[config.mk]
export PLATFORM = sky130hd
export DESIGN_NAME = async_rx_fifo
export DESIGN_NICKNAME = d
export VERILOG_FILES = /design/src/rtl/rxq_pkg.sv /design/src/rtl/rxq_sync.sv /design/src/rtl/rxq_tick.sv /design/src/rtl/rxq_deser.sv /design/src/rtl/rxq_fifo.sv /design/src/rtl/async_rx_fifo.sv
export SDC_FILE = /design/constraint.sdc
export NUM_CORES = 1
export LEC_CHECK = 0
export ABC_AREA = 1
export BUFFER_PORTS_ARGS = -buffer_cell sky130_fd_sc_hd__buf_4
export CORE_ASPECT_RATIO = 0.6
export CORE_UTILIZATION = 55
export CTS_CLUSTER_DIAMETER = 150
export CTS_CLUSTER_SIZE = 10
export DETAILED_ROUTE_END_ITERATION = 12
export MAX_ROUTING_LAYER = met4
export PLACE_DENSITY = 0.74
export SLEW_MARGIN = 20
export SYNTH_ARGS = -nofsm -noshare
export SYNTH_HDL_FRONTEND = slang
export SYNTH_SLANG_ARGS = --single-unit
[constraint.sdc]
create_clock -name clk -period 2.3 [get_ports clk]
set_input_delay 0.46 -clock clk [delete_from_list [all_inputs] [get_ports clk]]
set_output_delay 0.46 -clock clk [all_outputs]
set_load 0.1 [all_outputs]
[src/rtl/rxq_pkg.sv]
package rxq_pkg;

   typedef enum logic [2:0] {
      ST_IDLE,
      ST_START,
      ST_DATA,
      ST_PAR,
      ST_STOP1,
      ST_STOP2
   } rxq_state_e;

   // one queue entry: status flags above the received byte
   typedef struct packed {
      logic       brk;
      logic       perr;
      logic       ferr;
      logic [7:0] data;
   } rxq_word_t;

   localparam int unsigned RXQ_WORD_W = $bits(rxq_word_t);

endpackage

[src/rtl/rxq_sync.sv]
module rxq_sync #(
   parameter int unsigned STAGES  = 2,
   parameter logic        RST_VAL = 1'b0
) (
   input  logic clk,
   input  logic rst_n,
   input  logic d,
   output logic q
);

   if (STAGES < 1) begin : g_bad_stages
      $error("rxq_sync: STAGES must be at least 1");
   end

   logic [STAGES-1:0] chain;

   if (STAGES == 1) begin : g_single
      always_ff @(posedge clk or negedge rst_n) begin
         if (!rst_n) chain <= RST_VAL;
         else        chain <= d;
      end
   end else begin : g_multi
      always_ff @(posedge clk or negedge rst_n) begin
         if (!rst_n) chain <= {STAGES{RST_VAL}};
         else        chain <= {chain[STAGES-2:0], d};
      end
   end

   assign q = chain[STAGES-1];

endmodule

[src/rtl/rxq_tick.sv]
module rxq_tick #(
   parameter int unsigned DIV_W       = 16,
   parameter int unsigned SYNC_STAGES = 2,
   parameter bit          EXT_EN      = 1'b1
) (
   input  logic             clk,
   input  logic             rst_n,
   input  logic             ext_sel,
   input  logic             ext_clk,
   input  logic [DIV_W-1:0] div,
   output logic             tick
);

   if (DIV_W < 1) begin : g_bad_div
      $error("rxq_tick: DIV_W must be at least 1");
   end

   logic [DIV_W-1:0] cnt;
   logic             tick_int;
   logic             tick_ext;

   // free-running divider; ">=" recovers at once if div is lowered
   assign tick_int = (cnt >= div);

   always_ff @(posedge clk or negedge rst_n) begin
      if (!rst_n)        cnt <= '0;
      else if (tick_int) cnt <= '0;
      else               cnt <= cnt + DIV_W'(1);
   end

   if (EXT_EN) begin : g_ext
      logic ext_s;
      logic ext_prev;

      rxq_sync #(.STAGES(SYNC_STAGES), .RST_VAL(1'b0)) u_ext_sync (
         .clk   (clk),
         .rst_n (rst_n),
         .d     (ext_clk),
         .q     (ext_s)
      );

      always_ff @(posedge clk or negedge rst_n) begin
         if (!rst_n) ext_prev <= 1'b0;
         else        ext_prev <= ext_s;
      end

      assign tick_ext = ext_s & ~ext_prev;
   end else begin : g_no_ext
      logic unused_ext;
      assign unused_ext = ext_clk;
      assign tick_ext   = 1'b0;
   end

   assign tick = ext_sel ? tick_ext : tick_int;

endmodule

[src/rtl/rxq_deser.sv]
module rxq_deser
   import rxq_pkg::*;
#(
   parameter int unsigned OVS = 16,
   localparam int unsigned SW = $clog2(OVS)
) (
   input  logic      clk,
   input  logic      rst_n,
   input  logic      tick,
   input  logic      rx,
   input  logic      len7,
   input  logic      par_en,
   input  logic      par_odd,
   input  logic      stop2,
   output logic      push_v,
   output rxq_word_t push_w
);

   if (OVS < 4 || (1 << SW) != OVS) begin : g_bad_ovs
      $error("rxq_deser: OVS must be a power of two, at least 4");
   end

   localparam logic [SW-1:0] LAST_SMP  = SW'(OVS - 1);
   localparam logic [SW-1:0] START_CHK = SW'(OVS / 2 - 2);

   rxq_state_e  state;
   logic [SW-1:0] scnt;
   logic [2:0]  bidx;
   logic [7:0]  shreg;
   logic        par_bit;
   logic        rx_prev;

   logic        at_end;
   logic        fall;
   logic [2:0]  last_bit;
   logic [7:0]  data_m;
   rxq_word_t   frame_w;

   assign at_end   = (scnt == LAST_SMP);
   assign fall     = ~rx & rx_prev;
   assign last_bit = len7 ? 3'd6 : 3'd7;

   // word assembled at the first stop sample; rx is that stop bit
   always_comb begin
      data_m = shreg;
      if (len7) data_m[7] = 1'b0;
      frame_w.data = data_m;
      frame_w.ferr = ~rx;
      frame_w.perr = par_en & ((^data_m ^ par_bit) != par_odd);
      frame_w.brk  = ~rx & (data_m == 8'h00) & ~(par_en & par_bit);
   end

   always_ff @(posedge clk or negedge rst_n) begin
      if (!rst_n) begin
         state   <= ST_IDLE;
         scnt    <= '0;
         bidx    <= '0;
         shreg   <= '0;
         par_bit <= 1'b0;
         rx_prev <= 1'b1;
         push_v  <= 1'b0;
         push_w  <= '0;
      end else begin
         push_v <= 1'b0;
         if (tick) begin
            rx_prev <= rx;
            unique case (state)
               ST_IDLE: begin
                  if (fall) begin
                     state <= ST_START;
                     scnt  <= '0;
                  end
               end
               ST_START: begin
                  if (scnt == START_CHK) begin
                     if (!rx) begin
                        state <= ST_DATA;
                        scnt  <= '0;
                        bidx  <= '0;
                        shreg <= '0;
                     end else begin
                        state <= ST_IDLE;
                     end
                  end else begin
                     scnt <= scnt + SW'(1);
                  end
               end
               ST_DATA: begin
                  if (at_end) begin
                     scnt        <= '0;
                     shreg[bidx] <= rx;
                     if (bidx == last_bit) state <= par_en ? ST_PAR : ST_STOP1;
                     else                  bidx  <= bidx + 3'd1;
                  end else begin
                     scnt <= scnt + SW'(1);
                  end
               end
               ST_PAR: begin
                  if (at_end) begin
                     scnt    <= '0;
                     par_bit <= rx;
                     state   <= ST_STOP1;
                  end else begin
                     scnt <= scnt + SW'(1);
                  end
               end
               ST_STOP1: begin
                  if (at_end) begin
                     scnt   <= '0;
                     push_v <= 1'b1;
                     push_w <= frame_w;
                     state  <= stop2 ? ST_STOP2 : ST_IDLE;
                  end else begin
                     scnt <= scnt + SW'(1);
                  end
               end
               ST_STOP2: begin
                  if (fall) begin
                     state <= ST_START;
                     scnt  <= '0;
                  end else if (at_end) begin
                     state <= ST_IDLE;
                  end else begin
                     scnt <= scnt + SW'(1);
                  end
               end
               default: state <= ST_IDLE;
            endcase
         end
      end
   end

endmodule

[src/rtl/rxq_fifo.sv]
module rxq_fifo #(
   parameter int unsigned WORD_W = 11,
   parameter int unsigned DEPTH  = 16,
   localparam int unsigned AW    = $clog2(DEPTH),
   localparam int unsigned CW    = $clog2(DEPTH + 1)
) (
   input  logic              clk,
   input  logic              rst_n,
   input  logic              push,
   input  logic [WORD_W-1:0] wdata,
   input  logic              pop,
   output logic [WORD_W-1:0] rdata,
   output logic [CW-1:0]     count,
   output logic              dropped
);

   if (DEPTH < 2 || (1 << AW) != DEPTH) begin : g_bad_depth
      $error("rxq_fifo: DEPTH must be a power of two, at least 2");
   end

   logic [WORD_W-1:0] mem [DEPTH];
   logic [AW-1:0]     wptr;
   logic [AW-1:0]     rptr;
   logic              is_full;
   logic              is_empty;
   logic              wr;
   logic              rd;

   assign is_full  = (count == CW'(DEPTH));
   assign is_empty = (count == '0);
   // fullness is judged before this cycle's pop: a pop never makes room
   assign wr       = push & ~is_full;
   assign rd       = pop & ~is_empty;
   assign dropped  = push & is_full;
   assign rdata    = mem[rptr];

   always_ff @(posedge clk) begin
      if (wr) mem[wptr] <= wdata;
   end

   always_ff @(posedge clk or negedge rst_n) begin
      if (!rst_n) begin
         wptr  <= '0;
         rptr  <= '0;
         count <= '0;
      end else begin
         if (wr) wptr <= wptr + AW'(1);
         if (rd) rptr <= rptr + AW'(1);
         unique case ({wr, rd})
            2'b10:   count <= count + CW'(1);
            2'b01:   count <= count - CW'(1);
            default: count <= count;
         endcase
      end
   end

endmodule

[src/rtl/async_rx_fifo.sv]
module async_rx_fifo
   import rxq_pkg::*;
#(
   parameter int unsigned DIV_W       = 16,
   parameter int unsigned FIFO_DEPTH  = 16,
   parameter int unsigned SYNC_STAGES = 2,
   parameter int unsigned OVS         = 16,
   parameter bit          EXT_CLK_EN  = 1'b1,
   localparam int unsigned CNT_W      = $clog2(FIFO_DEPTH + 1)
) (
   input  logic             clk,
   input  logic             rst_n,
   input  logic             rx_in,
   input  logic             ext_sel,
   input  logic             ext_clk16,
   input  logic [DIV_W-1:0] baud_div,
   input  logic             len7,
   input  logic             par_en,
   input  logic             par_odd,
   input  logic             stop2,
   input  logic             rd_en,
   input  logic             clr_ovr,
   output logic [7:0]       rd_data,
   output logic             rd_ferr,
   output logic             rd_perr,
   output logic             rd_brk,
   output logic             data_ready,
   output logic             fifo_full,
   output logic [CNT_W-1:0] fill_count,
   output logic             overrun
);

   logic      tick;
   logic      rx_s;
   logic      push_v;
   rxq_word_t push_w;
   rxq_word_t head_w;
   logic      dropped;

   rxq_sync #(.STAGES(SYNC_STAGES), .RST_VAL(1'b1)) u_rx_sync (
      .clk   (clk),
      .rst_n (rst_n),
      .d     (rx_in),
      .q     (rx_s)
   );

   rxq_tick #(
      .DIV_W       (DIV_W),
      .SYNC_STAGES (SYNC_STAGES),
      .EXT_EN      (EXT_CLK_EN)
   ) u_tick (
      .clk     (clk),
      .rst_n   (rst_n),
      .ext_sel (ext_sel),
      .ext_clk (ext_clk16),
      .div     (baud_div),
      .tick    (tick)
   );

   rxq_deser #(.OVS(OVS)) u_deser (
      .clk     (clk),
      .rst_n   (rst_n),
      .tick    (tick),
      .rx      (rx_s),
      .len7    (len7),
      .par_en  (par_en),
      .par_odd (par_odd),
      .stop2   (stop2),
      .push_v  (push_v),
      .push_w  (push_w)
   );

   rxq_fifo #(.WORD_W(RXQ_WORD_W), .DEPTH(FIFO_DEPTH)) u_fifo (
      .clk     (clk),
      .rst_n   (rst_n),
      .push    (push_v),
      .wdata   (push_w),
      .pop     (rd_en),
      .rdata   (head_w),
      .count   (fill_count),
      .dropped (dropped)
   );

   // a new loss wins over a clear in the same cycle
   always_ff @(posedge clk or negedge rst_n) begin
      if (!rst_n)       overrun <= 1'b0;
      else if (dropped) overrun <= 1'b1;
      else if (clr_ovr) overrun <= 1'b0;
   end

   assign rd_data    = head_w.data;
   assign rd_ferr    = head_w.ferr;
   assign rd_perr    = head_w.perr;
   assign rd_brk     = head_w.brk;
   assign data_ready = (fill_count != '0);
   assign fifo_full  = (fill_count == CNT_W'(FIFO_DEPTH));

endmodule

==> impl_metrics.yaml, run 1 <==
run_status:
  run_status: "finished, violations left"
  violations: "negative setup slack"
critical_path:
  crit_buf_inv: 2
  path_cells: "buf_12, mux2i_2, o221ai_1, o211ai_1, nand2_2, buf_12"
  path_delay_family: "flip-flops"
  slowest_delay_ps: 540
  crit_path_frequent_cell: "buf_12"
  arrival_ps: 2180
  worstPathRequired_ps: 1840
  crit_type: "reg -> out"
  slowest_stage: "dfrtp_4"
  startpoint_type: "flop"
  critPathMaxFanout: 32
  end_kind: "primary output"
final_layout:
  area_delta_synth_final_pct: 20.01
  num_antenna_cells: 0
  final_cells: 1343
  fin_nets: 1116
  layout-drive-gt1-share_pct: 19.13
  final_cell_mix: "edfxtp_1, nand2_1, nor2_1, inv_1, buf_4"
  final_common_cell: "edfxtp_1"
  fin_area_um2: 13190
  nFillCells: 1415
placed_design:
  portBuffers: 45
  place_inst: 1287
  gp_congestion: 0.9018
  hpwl_um: 15660
  place_area_um2: 11990
synth:
  syn_avg_cell_area_um2: 11.20
  yosysWarningCount: 0
  postSynth.asyncResetShare_pct: 27.57
  synth_cells: 981
  syn_nets: 1042
  syn-cell-area_um2: 10990
  synth_seq_area_share_pct: 63.39
  synth_edf_count: 176
  yosysTopAreaCell: "edfxtp_1"
  synth_top_area_share_pct: 48.10
  ys_top_cells_by_area: "edfxtp_1, dfrtp_1, nand2_1, nor2_1, ha_1"
  ys_seq_elements: 243
  synthFlopType: "edfxtp_1"
  ys_types: 45
global_routing:
  busiest_layer: "met1"
  grt.overflow.total: 0
  use_met1_pct: 41.48
  grt_pass1_vias: 7151
  grt_max_degree: 60
  grtUsageMet2_pct: 32.81
  use_met3_pct: 4.187
  grt_pass1_wl_um: 39070
  antenna_found_initial: 0
  grtUsageTotal_pct: 25.23
cts:
  cts_buffers: 28
  htreeDepth: 1
  root_buffer: "clkbuf_16"
  clock_sinks: 243
  clk_pin_slew_worst_paths_ps: 60
  cts_tree: "done"
  cts_buffer_depth: 3
  clk_latency_ps: 520
die:
  dieArea_um2: 20570
  fp.dieH_um: 111.5
  coreArea_um2: 19270
  start_util_pct: 57.01
  pin_count: 46
  std_cell_rows: 39
  die_w_um: 184.5
sta:
  period_share_pct: 115.0
  max_freq_mhz: 378.1
  finClkSkew_ps: 9.184
  fin_ws_ps: -344.8
  drv_slew: 0
  rsz0062_at_grt: "yes"
  fin_tns_setup_ps: -3283
  setup_violations: 12
  max_slew_margin_pct: 48.68
  min_period_ps: 2645
  hold_viol_final: 0
  hold_ws_ps: 42.26
  tightestPinTransition_ps: 768.9
drt:
  drtPass1Iterations: 5
  drcViolationCount: 0
  vias: 7643
  routed_wl_um: 24660
  ant_nets: 0
  routed_via_density: 5.691
  drtIter0Drc: 736
  wl_per_cell_um: 18.36
power:
  p_per_area_nw_per_um2: 1216
  p_leak_nw: 4.928
  power_w: 0.01604
  peakVddDrop_v: 0.001066
hold_path:
  hp-class: "in -> reg"
run:
  cap_violations: 0
[cell type report]
| type | instances | area [um^2] | area share (%) |
|---|---|---|---|
| Sequential cell | 243 | 6984 | 52.97 |
| Tap cell | 266 | 332.8 | 2.524 |
| Inverter | 80 | 310.3 | 2.353 |
| Clock inverter | 1 | 8.758 | 0.06642 |
| Timing Repair Buffer | 86 | 954.7 | 7.240 |
| Multi-Input combinational cell | 616 | 3787 | 28.72 |
| Clock buffer | 51 | 808.3 | 6.130 |
[cells in the mapped netlist, types with 8 or more instances]
cell / instances
o211ai_1: 10
mux2i_1: 31
nor2_1: 125
inv_1: 72
nor3_1: 20
xnor2_1: 8
nand4_1: 28
nand3_1: 35
o21ai_0: 61
dfrtp_1: 64
buf_2: 13
a21oi_1: 20
clkbuf_1: 25
xor2_1: 9
nand2_1: 153
edfxtp_1: 176
o32ai_1: 9
ha_1: 33
o221ai_1: 31
[metrics by stage]
stage | setup WS (ps) | utilization (%)
after detailed placement | -64.91 | 62.21
after CTS | -333.6 | 67.70
after global placement | 25.39 | 62.21
after global routing | -383.0 | 68.41
after floorplan | -256.1 | -
final | -344.8 | 68.41
[final timing paths]
path,startpoint,end,slack (ps),cells past startpoint
min,ext_clk16,u_tick.g_ext.u_ext_sync.chain[0]$_DFF_PN0_,40,1
min in group asynchronous,rst_n,u_deser.scnt[0]$_DFFE_PN0P_,430,2
max reg2reg,u_fifo.count[1]$_DFFE_PN0P_,u_fifo.count[4]$_DFFE_PN0P_,-30,14
max,u_fifo.rptr[0]$_DFFE_PN0P_,rd_data[0],-340,6
min reg2reg,u_tick.g_ext.u_ext_sync.chain[0]$_DFF_PN0_,u_tick.g_ext.u_ext_sync.chain[1]$_DFF_PN0_,350,0
max in group asynchronous,rst_n,u_fifo.count[0]$_DFFE_PN0P_,1310,3
[flip-flops by register name, summed over array words and instances (netlist names), 2 cells and up]
signal,count
u_deser.bidx,3
u_deser.push_w,11
u_deser.scnt,4
u_deser.shreg,8
u_deser.state,3
u_fifo.count,5
u_fifo.mem,176
u_fifo.rptr,4
u_fifo.wptr,4
u_rx_sync.chain,2
u_tick.cnt,16
u_tick.g_ext.u_ext_sync.chain,2
[per-layer routing]
layer	wire length [um]	share of wire [%]
met1	12480	51
met2	9975	40
met3	1960	7.9
met4	247	1.0
met5	0	0
[where the power goes]
| group | switching [W] | internal (W) |
|---|---|---|
| Combinational | 0.00443 | 0.00241 |
| Clock | 0.00166 | 0.00235 |
| Sequential | 0.000290 | 0.00490 |
[cells by family (layout without fill, tap and decap cells)]
| kind of cell | Yosys count | count (layout) | share of synthesized area, % |
|---|---|---|---|
| AOI/OAI and AO/OA | 145 | 145 | 8.506 |
| xor gates and xnor gates | 17 | 17 | 1.355 |
| adders and majority gates | 34 | 34 | 3.940 |
| and+or+nand+nor | 389 | 389 | 15.60 |
| DFF | 243 | 243 | 63.39 |
| muxes | 31 | 31 | 2.824 |
| buffers and inverters | 122 | 218 | 4.384 |
[timing repair]
action                                  CTS  global route
cloned                                    1             1
hold buffers                              1             0
setup buffers                             0             1
pin swaps                                 1             8
hold endpoints to repair                 29             0
resized for setup                        50            27
endpoints found under the setup margin   62            50
No activity file was read; power rests on OpenSTA's default activity.
==> inputs of run 2 (changes only) <==
--- a/config.mk
+++ b/config.mk
@@ -10,10 +10,11 @@
 export CORE_ASPECT_RATIO = 0.6
 export CORE_UTILIZATION = 55
 export CTS_CLUSTER_DIAMETER = 150
-export CTS_CLUSTER_SIZE = 10
+export CTS_CLUSTER_SIZE = 16
 export DETAILED_ROUTE_END_ITERATION = 12
 export MAX_ROUTING_LAYER = met4
-export PLACE_DENSITY = 0.74
+export PLACE_DENSITY_LB_ADDON = 0.2
+export SKIP_LAST_GASP = 1
 export SLEW_MARGIN = 20
 export SYNTH_ARGS = -nofsm -noshare
 export SYNTH_HDL_FRONTEND = slang
==> impl_metrics.yaml, run 2 (synthesis results as in run 1) <==
run_status:
  run_status: "finished, violations left"
  violations: "negative setup slack"
die:
  fp.dieH_um: 111.5
  start_util_pct: 57.01
  die_w_um: 184.5
  dieArea_um2: 20570
  pin_count: 46
  std_cell_rows: 39
  coreArea_um2: 19270
critical_path:
  worstReg2RegStart: "u_fifo.count[2]$_DFFE_PN0P_"
  reg2reg_slack_ps: -50
  crit_path_frequent_cell: "buf_12"
  crit_type: "reg -> out"
  slowest_stage: "dfrtp_4"
  path_cells: "inv_6, buf_12, nor2_1, o221ai_1, o211ai_1, nand2_2, buf_12"
  critPathMaxFanout: 15
  end_kind: "primary output"
  startpoint_type: "flop"
  r2r_cells: 12
  r2r-end: "u_fifo.count[4]$_DFFE_PN0P_"
  arrival_ps: 2230
  worstPathRequired_ps: 1840
  slowest_delay_ps: 570
sta:
  hold_viol_final: 0
  max_slew_margin_pct: 51.53
  setup_violations: 15
  finClkSkew_ps: 22.75
  min_period_ps: 2691
  period_share_pct: 117.0
  tightestPinTransition_ps: 726.3
  max_freq_mhz: 371.6
  fin_ws_ps: -390.9
  rsz0062_at_grt: "yes"
  hold_ws_ps: 75.03
  drv_slew: 0
placed_design:
  place_area_um2: 12110
  portBuffers: 45
  dp_slack_ps: -25.71
  gp_congestion: 0.8873
  hpwl_um: 16350
cts:
  clock_sinks: 243
  cts_tree: "done"
  clk_pin_slew_worst_paths_ps: 70
  cts_buffer_depth: 3
  cts_buffers: 19
  root_buffer: "clkbuf_16"
  clk_latency_ps: 490
  htreeDepth: 1
final_layout:
  utilization_pct: 68.89
  reg_top3: "u_fifo.mem: 176 flops, u_tick.cnt: 16 flops, u_deser.push_w: 11 flops"
  fin_area_um2: 13280
  fin_nets: 1134
  final_cell_mix: "edfxtp_1, nand2_1, nor2_1, buf_4, inv_1"
  nFillCells: 1390
  final_common_cell: "edfxtp_1"
  area_delta_synth_final_pct: 20.85
  largest_reg_flops: 176
  top_register: "u_fifo.mem"
  num_antenna_cells: 0
  layout-drive-gt1-share_pct: 20.74
global_routing:
  grt_pass1_vias: 7096
  grt.overflow.total: 0
  grt_pass1_wl_um: 39100
  antenna_found_initial: 0
  grt_max_degree: 52
  grtUsageTotal_pct: 25.63
drt:
  drtIter0Drc: 856
  drtPass1Iterations: 5
  routed_wl_um: 26650
  ant_nets: 0
  vias: 7829
  routed_via_density: 5.795
  drcViolationCount: 0
  wl_per_cell_um: 19.73
power:
  seqPwrFrac_pct: 33.1
  clkPwrFrac_pct: 19.2
  p_int_w: 0.009198
  netSwitchingFraction_pct: 41.39
  p_per_area_nw_per_um2: 1182
  power.switching_w: 0.006495
  combPwrFrac_pct: 47.7
  peakVddDrop_v: 0.0009319
  power_w: 0.01569
  p_leak_nw: 4.967
run:
  cap_violations: 0
hold_path:
  hold_depth: 1
  min_to: "u_tick.g_ext.u_ext_sync.chain[0]$_DFF_PN0_"
  hp-start: "ext_clk16"
  hp-class: "in -> reg"
-- run 2: worst max path at each step --
stage,end,slack (ps),cells after the start,startpoint
after CTS,rd_data[4],-370,7,u_fifo.rptr[0]$_DFFE_PN0P_
final,rd_data[6],-390,7,u_fifo.rptr[0]$_DFFE_PN0P_
after floorplan,u_fifo.count[4]$_DFFE_PN0P_,-260,13,u_fifo.count[2]$_DFFE_PN0P_
after global routing,rd_data[6],-490,7,u_fifo.rptr[0]$_DFFE_PN0P_
after detailed placement,u_fifo.count[4]$_DFFE_PN0P_,-30,12,u_fifo.count[2]$_DFFE_PN0P_
after global placement,u_fifo.count[3]$_DFFE_PN0P_,20,11,u_fifo.count[2]$_DFFE_PN0P_
-- run 2: routing by layer --
layer	wire length (um)	vias to the layer above	global-route usage [%]
met5	0	-	-
met3	2562	41	4.122
met1	12750	3754	40.70
met4	503	0	4.833
li1	-	3674	-
met2	10840	360	34.64
-- run 2: layout make-up --
cell class / count / area (um^2) / area share, %
clock buffer: 32 / 524.3 / 3.948
clock inverter: 1 / 16.27 / 0.1225
inverter: 80 / 314.1 / 2.365
multi-input combinational: 616 / 3860 / 29.07
sequential: 243 / 6984 / 52.60
tap: 266 / 332.8 / 2.506
timing repair buffer: 113 / 1247 / 9.394
-- run 2: what timing repair did --
action | 4_1_cts | 5_1_grt
hold endpoints to repair | 30 | 0
pin swaps | 5 | 33
buffers inserted | 0 | 9
setup endpoints to repair | 14 | 43
gates resized for setup | 33 | 65
hold buffers | 1 | 0
gates cloned | 0 | 7
-- run 2: stage by stage --
stage,instances,setup TNS [ps]
2_1_floorplan,981,-522.3
3_3_place_gp,1301,0
3_5_place_dp,1301,-36.48
4_1_cts,1335,-3673
5_1_grt,1351,-5303
6_report,1351,-3840
-- run 2: power by group through the flow --
| stage | logic (W) | clock network, W | registers [W] |
|---|---|---|---|
| 6_report | 0.00748 | 0.00301 | 0.00520 |
| 3_3_place_gp | 0.00593 | 0 | 0.00524 |
| 4_1_cts | 0.00643 | 0.00306 | 0.00517 |
| 3_5_place_dp | 0.00601 | 0 | 0.00525 |
| 5_1_grt | 0.00792 | 0.00324 | 0.00523 |
| 2_1_floorplan | 0.00409 | 0 | 0.00552 |
-- run 2: critical path, delay by kind of cell (launching register included) --
kind | cells | cell delay (ps)
simple gates | 2 | 200
compound gates | 2 | 490
flops | 1 | 570
buf+inv | 3 | 480
==> inputs of run 3 (changes only) <==
==> constraint.sdc (replaced) <==
create_clock -name clk -period 2.3 [get_ports clk]
set_input_delay 0.46 -clock clk [delete_from_list [all_inputs] [get_ports clk]]
set_output_delay 0.46 -clock clk [all_outputs]
set_load 0.005 [all_outputs]
==> impl_metrics.yaml, run 3 (synthesis results as in run 1) <==
cts:
  cts_tree: "done"
  clock_sinks: 243
  root_buffer: "clkbuf_16"
  cts_buffers: 19
  clk_pin_slew_worst_paths_ps: 80
  cts_buffer_depth: 3
  htreeDepth: 1
  clk_latency_ps: 500
drt:
  dr_wl_met3_um: 2612
  drtIter0Drc: 901
  drtPass1Iterations: 5
  vias: 7787
  ant_nets: 0
  top_layer_used: "met4"
  wl_met1_um: 12450
  drcViolationCount: 0
  met2RoutedLength_um: 10870
  wl_per_cell_um: 19.41
  routed_via_density: 5.743
  routed_wl_um: 26320
sta:
  min_period_ps: 2600
  finClkSkew_ps: 21.87
  max_freq_mhz: 384.6
  hold_viol_final: 0
  period_share_pct: 113.0
  rsz0062_at_grt: "yes"
  setup_violations: 13
  fin_ws_ps: -299.9
  drv_slew: 0
  fin_tns_setup_ps: -2938
  max_slew_margin_pct: 49.79
  tightestPinTransition_ps: 752.3
global_routing:
  grt_pass1_wl_um: 39820
  antenna_found_initial: 0
  grt.overflow.total: 0
  grt_pass1_vias: 7246
  grt_max_degree: 37
  grtUsageTotal_pct: 26.15
run_status:
  run_status: "finished, violations left"
  violations: "negative setup slack"
final_layout:
  final_cell_mix: "edfxtp_1, nand2_1, nor2_1, buf_4, inv_1"
  fin_area_um2: 13110
  layout-drive-gt1-share_pct: 19.54
  reg_top3: "u_fifo.mem: 176 flops, u_tick.cnt: 16 flops, u_deser.push_w: 11 flops"
  nFillCells: 1409
  area_delta_synth_final_pct: 19.28
  largest_reg_flops: 176
  num_antenna_cells: 0
  final_common_cell: "edfxtp_1"
  fin_nets: 1138
  top_register: "u_fifo.mem"
  final_cells: 1356
power:
  p_leak_nw: 4.954
  p_per_area_nw_per_um2: 1029
  peakVddDrop_v: 0.0005640
placed_design:
  place_area_um2: 11990
  gp_congestion: 0.8850
  hpwl_um: 15990
  portBuffers: 45
  place_inst: 1302
die:
  die_w_um: 184.5
  std_cell_rows: 39
  start_util_pct: 57.01
  pin_count: 46
  coreArea_um2: 19270
  fp.dieH_um: 111.5
  dieArea_um2: 20570
hold_path:
  hp-class: "in -> reg"
critical_path:
  worstPathRequired_ps: 1840
  arrival_ps: 2140
  critPathMaxFanout: 14
  startpoint_type: "flop"
  end_kind: "primary output"
  crit_type: "reg -> out"
run:
  cap_violations: 0
-- run 3: changes by cell type in the layout (fill, tap and decap cells not counted), moves of 7 or more --
| cell | previous run | this run |
|---|---|---|
| buf_12 | 23 | 9 |
| nand2_2 | 19 | 7 |
| buf_4 | 80 | 95 |
| nand2_1 | 135 | 149 |
| nor2_2 | 11 | 18 |
-- run 3: worst max-delay path, cell delays in order, from the launching register on --
cell and delay (ps):
dfrtp_4 530, buf_12 170, clkbuf_16 180, o21ai_0 200, o221ai_1 140, o211ai_1 170, nand2_1 100, buf_4 140
-- run 3: timing repair --
item	in CTS	in global routing
pin swaps	3	35
endpoints found under the setup margin	13	42
setup buffers	2	8
hold endpoints to repair	28	0
cloned	2	7
hold buffers	1	0
gates resized for setup	12	62
-- run 3: power breakdown --
group	leakage [nW]	internal [W]	switching (W)
sequential	2.23	0.00487	0.000278
combinational	2.46	0.00236	0.00293
clock	0.261	0.00157	0.00146
-- run 3: final timing paths --
check	startpoint	end	slack [ps]	cells past startpoint
setup / recovery	u_fifo.rptr[0]$_DFFE_PN0P_	rd_perr	-300	7
hold / removal	rx_in	u_rx_sync.chain[0]$_DFF_PN1_	60	1
setup reg to reg	u_fifo.count[1]$_DFFE_PN0P_	u_fifo.count[4]$_DFFE_PN0P_	-80	13
hold reg to reg	u_tick.g_ext.u_ext_sync.chain[0]$_DFF_PN0_	u_tick.g_ext.u_ext_sync.chain[1]$_DFF_PN0_	350	0
max in group asynchronous	rst_n	u_fifo.rptr[0]$_DFFE_PN0P_	1290	3
min in group asynchronous	rst_n	u_deser.scnt[1]$_DFFE_PN0P_	440	2
-- run 3: through the flow --
stage	total power (W)	setup slack, ps	hold WS [ps]	utilization [%]
6_report	0.01349	-299.9	64.24	68.00
2_1_floorplan	0.007767	39.46	164.4	-
3_3_place_gp	0.009316	-30.08	334.4	62.17
3_5_place_dp	0.009405	-128.0	336.5	62.19
4_1_cts	0.01272	-259.7	49.76	65.78
5_1_grt	0.01416	-354.8	43.84	68.00
-- run 3: layer usage --
metal	up-vias	track usage (%)
met5	-	-
met4	0	5.056
met3	32	4.874
met2	365	35.50
met1	3718	40.85
li1	3672	-
-- run 3: area by class of cell --
| type | instances | area (um^2) | area share (%) |
|---|---|---|---|
| sequential | 243 | 6970 | 53.18 |
| multi-input combinational | 616 | 3766 | 28.74 |
| inverter | 80 | 314.1 | 2.396 |
| clock inverter | 2 | 25.02 | 0.1909 |
| tap | 266 | 332.8 | 2.539 |
| timing repair buffer | 117 | 1174 | 8.955 |
| clock buffer | 32 | 524.3 | 4.000 |
